==> src/rtl/rbs_pkg.sv <==
package rbs_pkg;
  parameter int DEF_CHANNELS   = 24;
  parameter int DEF_BITS_PER_CH = 8;
  parameter int DEF_SF_FRAMES  = 12;
  parameter int DEF_ESF_FRAMES = 24;
  parameter int DEF_SIG_STEP   = 6;

  typedef enum logic {
    FRAMING_SF  = 1'b0,
    FRAMING_ESF = 1'b1
  } framing_e;
endpackage

==> src/rtl/rbs_timing.sv <==
module rbs_timing
  import rbs_pkg::*;
#(
  parameter int CHANNELS    = DEF_CHANNELS,
  parameter int BITS_PER_CH = DEF_BITS_PER_CH,
  parameter int SF_FRAMES   = DEF_SF_FRAMES,
  parameter int ESF_FRAMES  = DEF_ESF_FRAMES,
  parameter int SIG_STEP    = DEF_SIG_STEP,
  localparam int CH_W       = $clog2(CHANNELS),
  localparam int SLOT_W     = $clog2(ESF_FRAMES / SIG_STEP)
) (
  input  logic              clk,
  input  logic              rst,
  input  logic              fsync,
  input  logic              msync,
  input  logic              esf,
  output logic              lsb,
  output logic              sig_we,
  output logic [SLOT_W-1:0] slot,
  output logic [CH_W-1:0]   chan,
  output logic              last
);
  localparam int FRAME_BITS = CHANNELS * BITS_PER_CH + 1;
  localparam int POS_W      = $clog2(FRAME_BITS);
  localparam int FRM_W      = $clog2(ESF_FRAMES + 1);
  localparam int BIT_W      = $clog2(BITS_PER_CH);

  framing_e         mode;
  logic [POS_W-1:0] pos_q, cur_pos, pos_m1;
  logic [FRM_W-1:0] frame_q, cur_frame, n_frames;
  logic             wrap, restart, advance, sig_frame;

  assign mode = framing_e'(esf);

  always_comb begin
    n_frames  = (mode == FRAMING_ESF) ? FRM_W'(ESF_FRAMES) : FRM_W'(SF_FRAMES);
    wrap      = (pos_q == POS_W'(FRAME_BITS - 1));
    restart   = fsync | msync | wrap;
    advance   = restart & ~msync;
    cur_pos   = restart ? '0 : pos_q + 1'b1;
    if (msync)
      cur_frame = FRM_W'(1);
    else if (advance)
      cur_frame = (frame_q >= n_frames) ? FRM_W'(1) : frame_q + 1'b1;
    else
      cur_frame = frame_q;
    pos_m1    = cur_pos - 1'b1;
    lsb       = (cur_pos != '0) && (cur_pos[BIT_W-1:0] == '0);
    chan      = CH_W'(pos_m1 >> BIT_W);
    sig_frame = ((32'(cur_frame) % SIG_STEP) == 0);
    slot      = SLOT_W'(32'(cur_frame) / SIG_STEP - 1);
    sig_we    = lsb & sig_frame;
    last      = lsb && (cur_pos == POS_W'(FRAME_BITS - 1)) && (cur_frame == n_frames);
  end

  always_ff @(posedge clk) begin
    if (rst) begin
      pos_q   <= POS_W'(FRAME_BITS - 1);
      frame_q <= FRM_W'(ESF_FRAMES);
    end else begin
      pos_q   <= cur_pos;
      frame_q <= cur_frame;
    end
  end

  // any sync makes the following position the first channel bit
  p_fsync_r3: assert property (@(posedge clk) disable iff (rst)
    (fsync | msync) |=> (pos_q == '0));
  p_msync_r3: assert property (@(posedge clk) disable iff (rst)
    msync |=> (frame_q == FRM_W'(1)));
  p_wrap_r3: assert property (@(posedge clk) disable iff (rst)
    ((pos_q == POS_W'(FRAME_BITS - 1)) && !fsync && !msync) |=> (pos_q == '0));
endmodule

==> src/rtl/rbs_capture.sv <==
module rbs_capture #(
  parameter int CHANNELS = 24,
  parameter int SIG_BITS = 4,
  localparam int CH_W    = $clog2(CHANNELS),
  localparam int SLOT_W  = $clog2(SIG_BITS)
) (
  input  logic                         clk,
  input  logic                         rst,
  input  logic                         esf,
  input  logic                         we,
  input  logic [SLOT_W-1:0]            slot,
  input  logic [CH_W-1:0]              chan,
  input  logic                         din,
  input  logic                         last,
  output logic                         mf_done,
  output logic [CHANNELS*SIG_BITS-1:0] mf_sig
);
  localparam int PAIR = SIG_BITS / 2;

  logic [SIG_BITS-1:0] cap_mem [CHANNELS];
  logic                last_q;

  // capture store: one writer per cycle, indexed by channel
  always_ff @(posedge clk) begin
    if (we) begin
      cap_mem[chan][slot] <= din;
      if (!esf)
        cap_mem[chan][slot + SLOT_W'(PAIR)] <= mf_sig[32'(chan) * SIG_BITS + 32'(slot)];
    end
  end

  always_ff @(posedge clk) begin
    if (rst) begin
      last_q  <= 1'b0;
      mf_done <= 1'b0;
      mf_sig  <= '0;
    end else begin
      last_q  <= last;
      mf_done <= last_q;
      if (last_q)
        for (int c = 0; c < CHANNELS; c++)
          mf_sig[c*SIG_BITS +: SIG_BITS] <= cap_mem[c];
    end
  end

  p_done_pulse_r7: assert property (@(posedge clk) disable iff (rst)
    mf_done |=> !mf_done);
  p_done_lat_r7: assert property (@(posedge clk) disable iff (rst)
    last |=> ##1 mf_done);
  p_hold_r8: assert property (@(posedge clk) disable iff (rst)
    (!mf_done && !$past(rst)) |-> $stable(mf_sig));
endmodule

==> src/rtl/rbs_extract.sv <==
module rbs_extract
  import rbs_pkg::*;
#(
  parameter int CHANNELS    = DEF_CHANNELS,
  parameter int BITS_PER_CH = DEF_BITS_PER_CH,
  parameter int SF_FRAMES   = DEF_SF_FRAMES,
  parameter int ESF_FRAMES  = DEF_ESF_FRAMES,
  parameter int SIG_STEP    = DEF_SIG_STEP,
  localparam int SIG_BITS   = ESF_FRAMES / SIG_STEP
) (
  input  logic                         clk,
  input  logic                         rst,
  input  logic                         ser_in,
  input  logic                         fsync,
  input  logic                         msync,
  input  logic                         esf_mode,
  output logic                         ser_out,
  output logic                         lsb_strobe,
  output logic                         mf_done,
  output logic [CHANNELS*SIG_BITS-1:0] mf_sig
);
  localparam int CH_W   = $clog2(CHANNELS);
  localparam int SLOT_W = $clog2(SIG_BITS);

  logic              lsb, sig_we, last;
  logic [SLOT_W-1:0] slot;
  logic [CH_W-1:0]   chan;

  rbs_timing #(
    .CHANNELS(CHANNELS), .BITS_PER_CH(BITS_PER_CH), .SF_FRAMES(SF_FRAMES),
    .ESF_FRAMES(ESF_FRAMES), .SIG_STEP(SIG_STEP)
  ) i_timing (
    .clk(clk), .rst(rst), .fsync(fsync), .msync(msync), .esf(esf_mode),
    .lsb(lsb), .sig_we(sig_we), .slot(slot), .chan(chan), .last(last)
  );

  rbs_capture #(.CHANNELS(CHANNELS), .SIG_BITS(SIG_BITS)) i_capture (
    .clk(clk), .rst(rst), .esf(esf_mode), .we(sig_we), .slot(slot),
    .chan(chan), .din(ser_in), .last(last), .mf_done(mf_done), .mf_sig(mf_sig)
  );

  // clear-channel path and strobe, both one register deep
  always_ff @(posedge clk) begin
    if (rst) begin
      ser_out    <= 1'b0;
      lsb_strobe <= 1'b0;
    end else begin
      ser_out    <= ser_in;
      lsb_strobe <= lsb;
    end
  end

  p_pass_r1: assert property (@(posedge clk) disable iff (rst)
    !$past(rst) |-> (ser_out == $past(ser_in)));
  p_strobe_gap_r2: assert property (@(posedge clk) disable iff (rst)
    lsb_strobe |=> !lsb_strobe);
  p_fbit_r2: assert property (@(posedge clk) disable iff (rst)
    (!$past(rst) && $past(fsync | msync)) |-> !lsb_strobe);
endmodule

==> config.mk <==
export PLATFORM = sky130hd
export DESIGN_NAME = rbs_extract
export DESIGN_NICKNAME = d
export VERILOG_FILES = /design/src/rtl/rbs_pkg.sv /design/src/rtl/rbs_timing.sv /design/src/rtl/rbs_capture.sv /design/src/rtl/rbs_extract.sv
export SDC_FILE = /design/constraint.sdc
export NUM_CORES = 1
export LEC_CHECK = 0
export ABC_AREA = 1
export CORE_ASPECT_RATIO = 2
export CORE_MARGIN = 2
export CORE_UTILIZATION = 30
export CTS_CLUSTER_SIZE = 20
export DETAILED_ROUTE_END_ITERATION = 8
export PLACE_DENSITY = 0.56
export SLEW_MARGIN = 30
export SYNTH_ARGS = -nofsm -noshare
export SYNTH_HDL_FRONTEND = slang
export SYNTH_HIERARCHICAL = 1
export SYNTH_SLANG_ARGS = --single-unit
==> constraint.sdc <==
create_clock -name clk -period 4.4 [get_ports clk]
set_clock_uncertainty 0.15 [all_clocks]
set_input_delay 1.32 -clock clk [delete_from_list [all_inputs] [get_ports clk]]
set_output_delay 1.32 -clock clk [all_outputs]
set_load 0.03 [all_outputs]
==> impl_summary.md <==
Global route
The wire length of the first global-routing pass is 47.1 mm. The total global routing track utilization is 18.4%. The initial antenna violation count is 0. The via count of the first global-routing pass is 8571. The maximum number of pins on one net before global-route repair is 97. After global routing the overflow that remains totals 0.

Pwr
The reported leakage power is 0.00565 µW. Across the VDD grid, the largest voltage drop is 0.000248 V. Dividing total power by cell area gives a power density of 339 mW/mm².

Clocking
The count of H-tree levels built during CTS is 1. The number of clock buffers added by TritonCTS is 20. The number of clock sinks seen by CTS is 209. CTS placed an instance of clkbuf_16 at the clock tree root. The clock reaches the later pin of the worst-skew pair after 0.51 ns. The clock-pin slew on the worst setup and hold paths is 0.06 ns. The maximum buffer depth of the clock tree is 3.

TritonCTS built the clock tree. After clock tree synthesis, the flow added hold-fix buffers numbering 0.

Finish
The sequential cell area is 0.00515 mm². Counting the fill cells in the layout gives 3189. The share of final-layout standard cells stronger than drive strength 1 is 16.6%. Once layout is complete, the utilization of the core stands at 40.9%.

The number of nets in the layout is 1442. The area of the multi-input gates is 0.00373 mm². The area added between synthesis and finish is 34.9%. The antenna diode count is 0.

Flow run
The tool flagged a number of max-cap violations equal to 0.

Timing
The max-slew headroom at the worst pin is 46.5%. Summed over all failing endpoints, the final setup total negative slack is 0 ns. The peak clock frequency supported by timing is 236 MHz. The worst path meets setup with 0.159 ns of slack.

The post-route minimum period is 4.24 ns. Setup violations remaining at the end of the flow were counted as 0. The max-slew violation total from the final report is 0. The count of endpoints failing hold in the final timing report came to 0. The final critical path takes up 96.4% of the cycle. The actual slew at the worst max-slew pin is 0.803 ns.

Logic synthesis
The distinct cell type count of the synthesized netlist is 33. The number of instances in the synthesized netlist is 1238. The synthesized design contains 209 register bits. When the netlist entered floorplanning its net count stood at 1251.

The cell area after synthesis is 0.00952 mm². Yosys printed 6 warnings. The sequential share of the synthesized area is 54.0%. The average instance area after synthesis is 7.69 µm².

Worst setup path
The total buffers and inverters traversed by the critical path is 7. The highest net fanout along the worst path is 7. The largest stage delay on the critical path is 0.24 ns. The critical path is of the in2reg type. STA puts the critical path data arrival time at 4.34 ns. The endpoint class of the critical path is a flop. The cell with the biggest individual delay on the critical path is ha_4. The required time of the critical path is 4.50 ns.

Among cell families on the critical path, the largest total delay comes from simple AND/OR/NAND/NOR gates. The worst setup path is launched from an input port.

Route
The via density per instance is 4.58. After detailed routing, the number of remaining DRC violations is 0. The number of DRC markers in iteration 0 is 591. The first detailed-routing pass ran for 4 iterations. The mean routed wirelength per cell is 16.5 µm. For this block, the via count after detailed routing is 8552.

In this run the remaining antenna-violating nets after routing total 0. The routed wire length is 30.8 mm.

Die
The count of standard-cell rows is 92. The floorplan step set the die height to 256 µm. The floorplan step defined a die boundary enclosing 0.0333 mm².

The number of top-level design ports is 105. The initial utilization of the core area, before any placement, comes to 30.3%. The die width is 130 µm. The area of the core is 0.0314 mm².

Place
Prior to clock tree synthesis, the placed netlist has a worst setup slack of -0.885 ns. The number of buffers inserted by port buffering is 104. At the end of routability-driven placement, the weighted congestion stood at 0.877.

The HPWL after detailed placement is 21.6 mm.

Min path
The tightest min-delay check is of the reg2reg type.

Run status
The flow ran to the end, and the final reports show no timing, DRC or antenna violations.
[kinds of logic (layout without fill, tap and decap cells)]
kind of cell    Yosys count  count (layout)  share of synthesized area, %
simple gates            704             704                          29.9
flops                   209             209                          54.0
buf+inv                 199             404                          8.49
compound gates          115             115                          6.27
fa+ha+maj                 7               7                         0.920
xor+xnor                  4               4                         0.368
[tightest hold or removal path, cell delays in order (launching register included)]
cell,delay [ns]
dfxtp_1,0.32
nand2_1,0.06
a21oi_1,0.05
[cell usage after synthesis, drive strengths merged]
master | n | area share, %
nand2 | 580 | 23
inv | 145 | 5.8
dfxtp | 113 | 24
a21oi | 100 | 5.4
edfxtp | 96 | 30
nor2 | 87 | 4.0
buf | 30 | 1.8
nand3 | 27 | 1.7
clkbuf | 24 | 0.95
o21ai | 11 | 0.58
ha | 7 | 0.92
nand4 | 6 | 0.39
nor3 | 4 | 0.37
xor2 | 3 | 0.28
o211ai | 1 | 0.079
o21a | 1 | 0.079
o21bai | 1 | 0.079
o31ai | 1 | 0.079
xnor2 | 1 | 0.092
[state kept, by name, indices dropped and copies added (netlist names)]
name,cells
i_capture/cap_mem,96
i_capture/last_q,1
i_capture/mf_done,1
i_capture/mf_sig,96
i_timing/frame_q,5
i_timing/pos_q,8
lsb_strobe,1
ser_out,1
[metal layers]
layer / vias to the layer above / track usage (%) / part of all wire (%)
li1: 4214 / - / -
met4: 0 / 9.08 / 4.7
met3: 71 / 2.03 / 4.2
met5: - / 0 / 0
met1: 4048 / 19.5 / 36
met2: 219 / 35.0 / 55
[stage by stage]
| step | hold WS, ns | instance area, µm² | power (µW) | instances |
|---|---|---|---|---|
| floorplan | 0.323 | 9520 | 2280 | 1238 |
| global placement | 0.323 | 11700 | 2480 | 1816 |
| detailed placement | 0.323 | 11700 | 2480 | 1816 |
| CTS | 0.334 | 12500 | 4350 | 1857 |
| global route | 0.351 | 12800 | 4500 | 1866 |
| finish | 0.332 | 12800 | 4350 | 1866 |
[worst paths after layout]
path                         from                       end  slack, ns  cells after the start
max                      esf_mode  i_capture/cap_mem[16][3]       0.16                     31
min          i_capture/mf_sig[52]      i_capture/mf_sig[52]       0.33                      2
max reg2reg   i_timing/frame_q[2]  i_capture/cap_mem[16][3]       0.61                     30
min reg2reg  i_capture/mf_sig[52]      i_capture/mf_sig[52]       0.33                      2
[power breakdown]
group          internal (µW)  switching (µW)
Clock                   1090             752
Combinational            181             290
Sequential              2030            6.34
Total                   3310            1050
[layout by cell type (no fill, tap or decap), types with 11 or more instances in the layout]
cell type        count
buf_4               95
a21oi_1             97
inv_2               14
nor2_2              11
dfxtp_1            112
clkbuf_16           22
nor2_1              68
inv_1              126
edfxtp_1            96
nand2_1            550
nand2_2             21
nand3_1             17
clkdlybuf4s50_1    100
[final cells by class]
type,instances,share of cell area (%)
Clock buffer,29,4.48
Inverter,145,4.37
Clock inverter,7,0.877
Sequential cell,209,40.1
Tap cell,423,4.12
Timing Repair Buffer,223,17.0
Multi-Input combinational cell,830,29.1
[repair_timing]
action / CTS / global route
setup buffers: 3 / 7
pin swaps: 1 / 31
endpoints found under the setup margin: 184 / 192
gates cloned: 2 / 3
gates resized for setup: 20 / 64
Power figures use the tool's default switching activity.
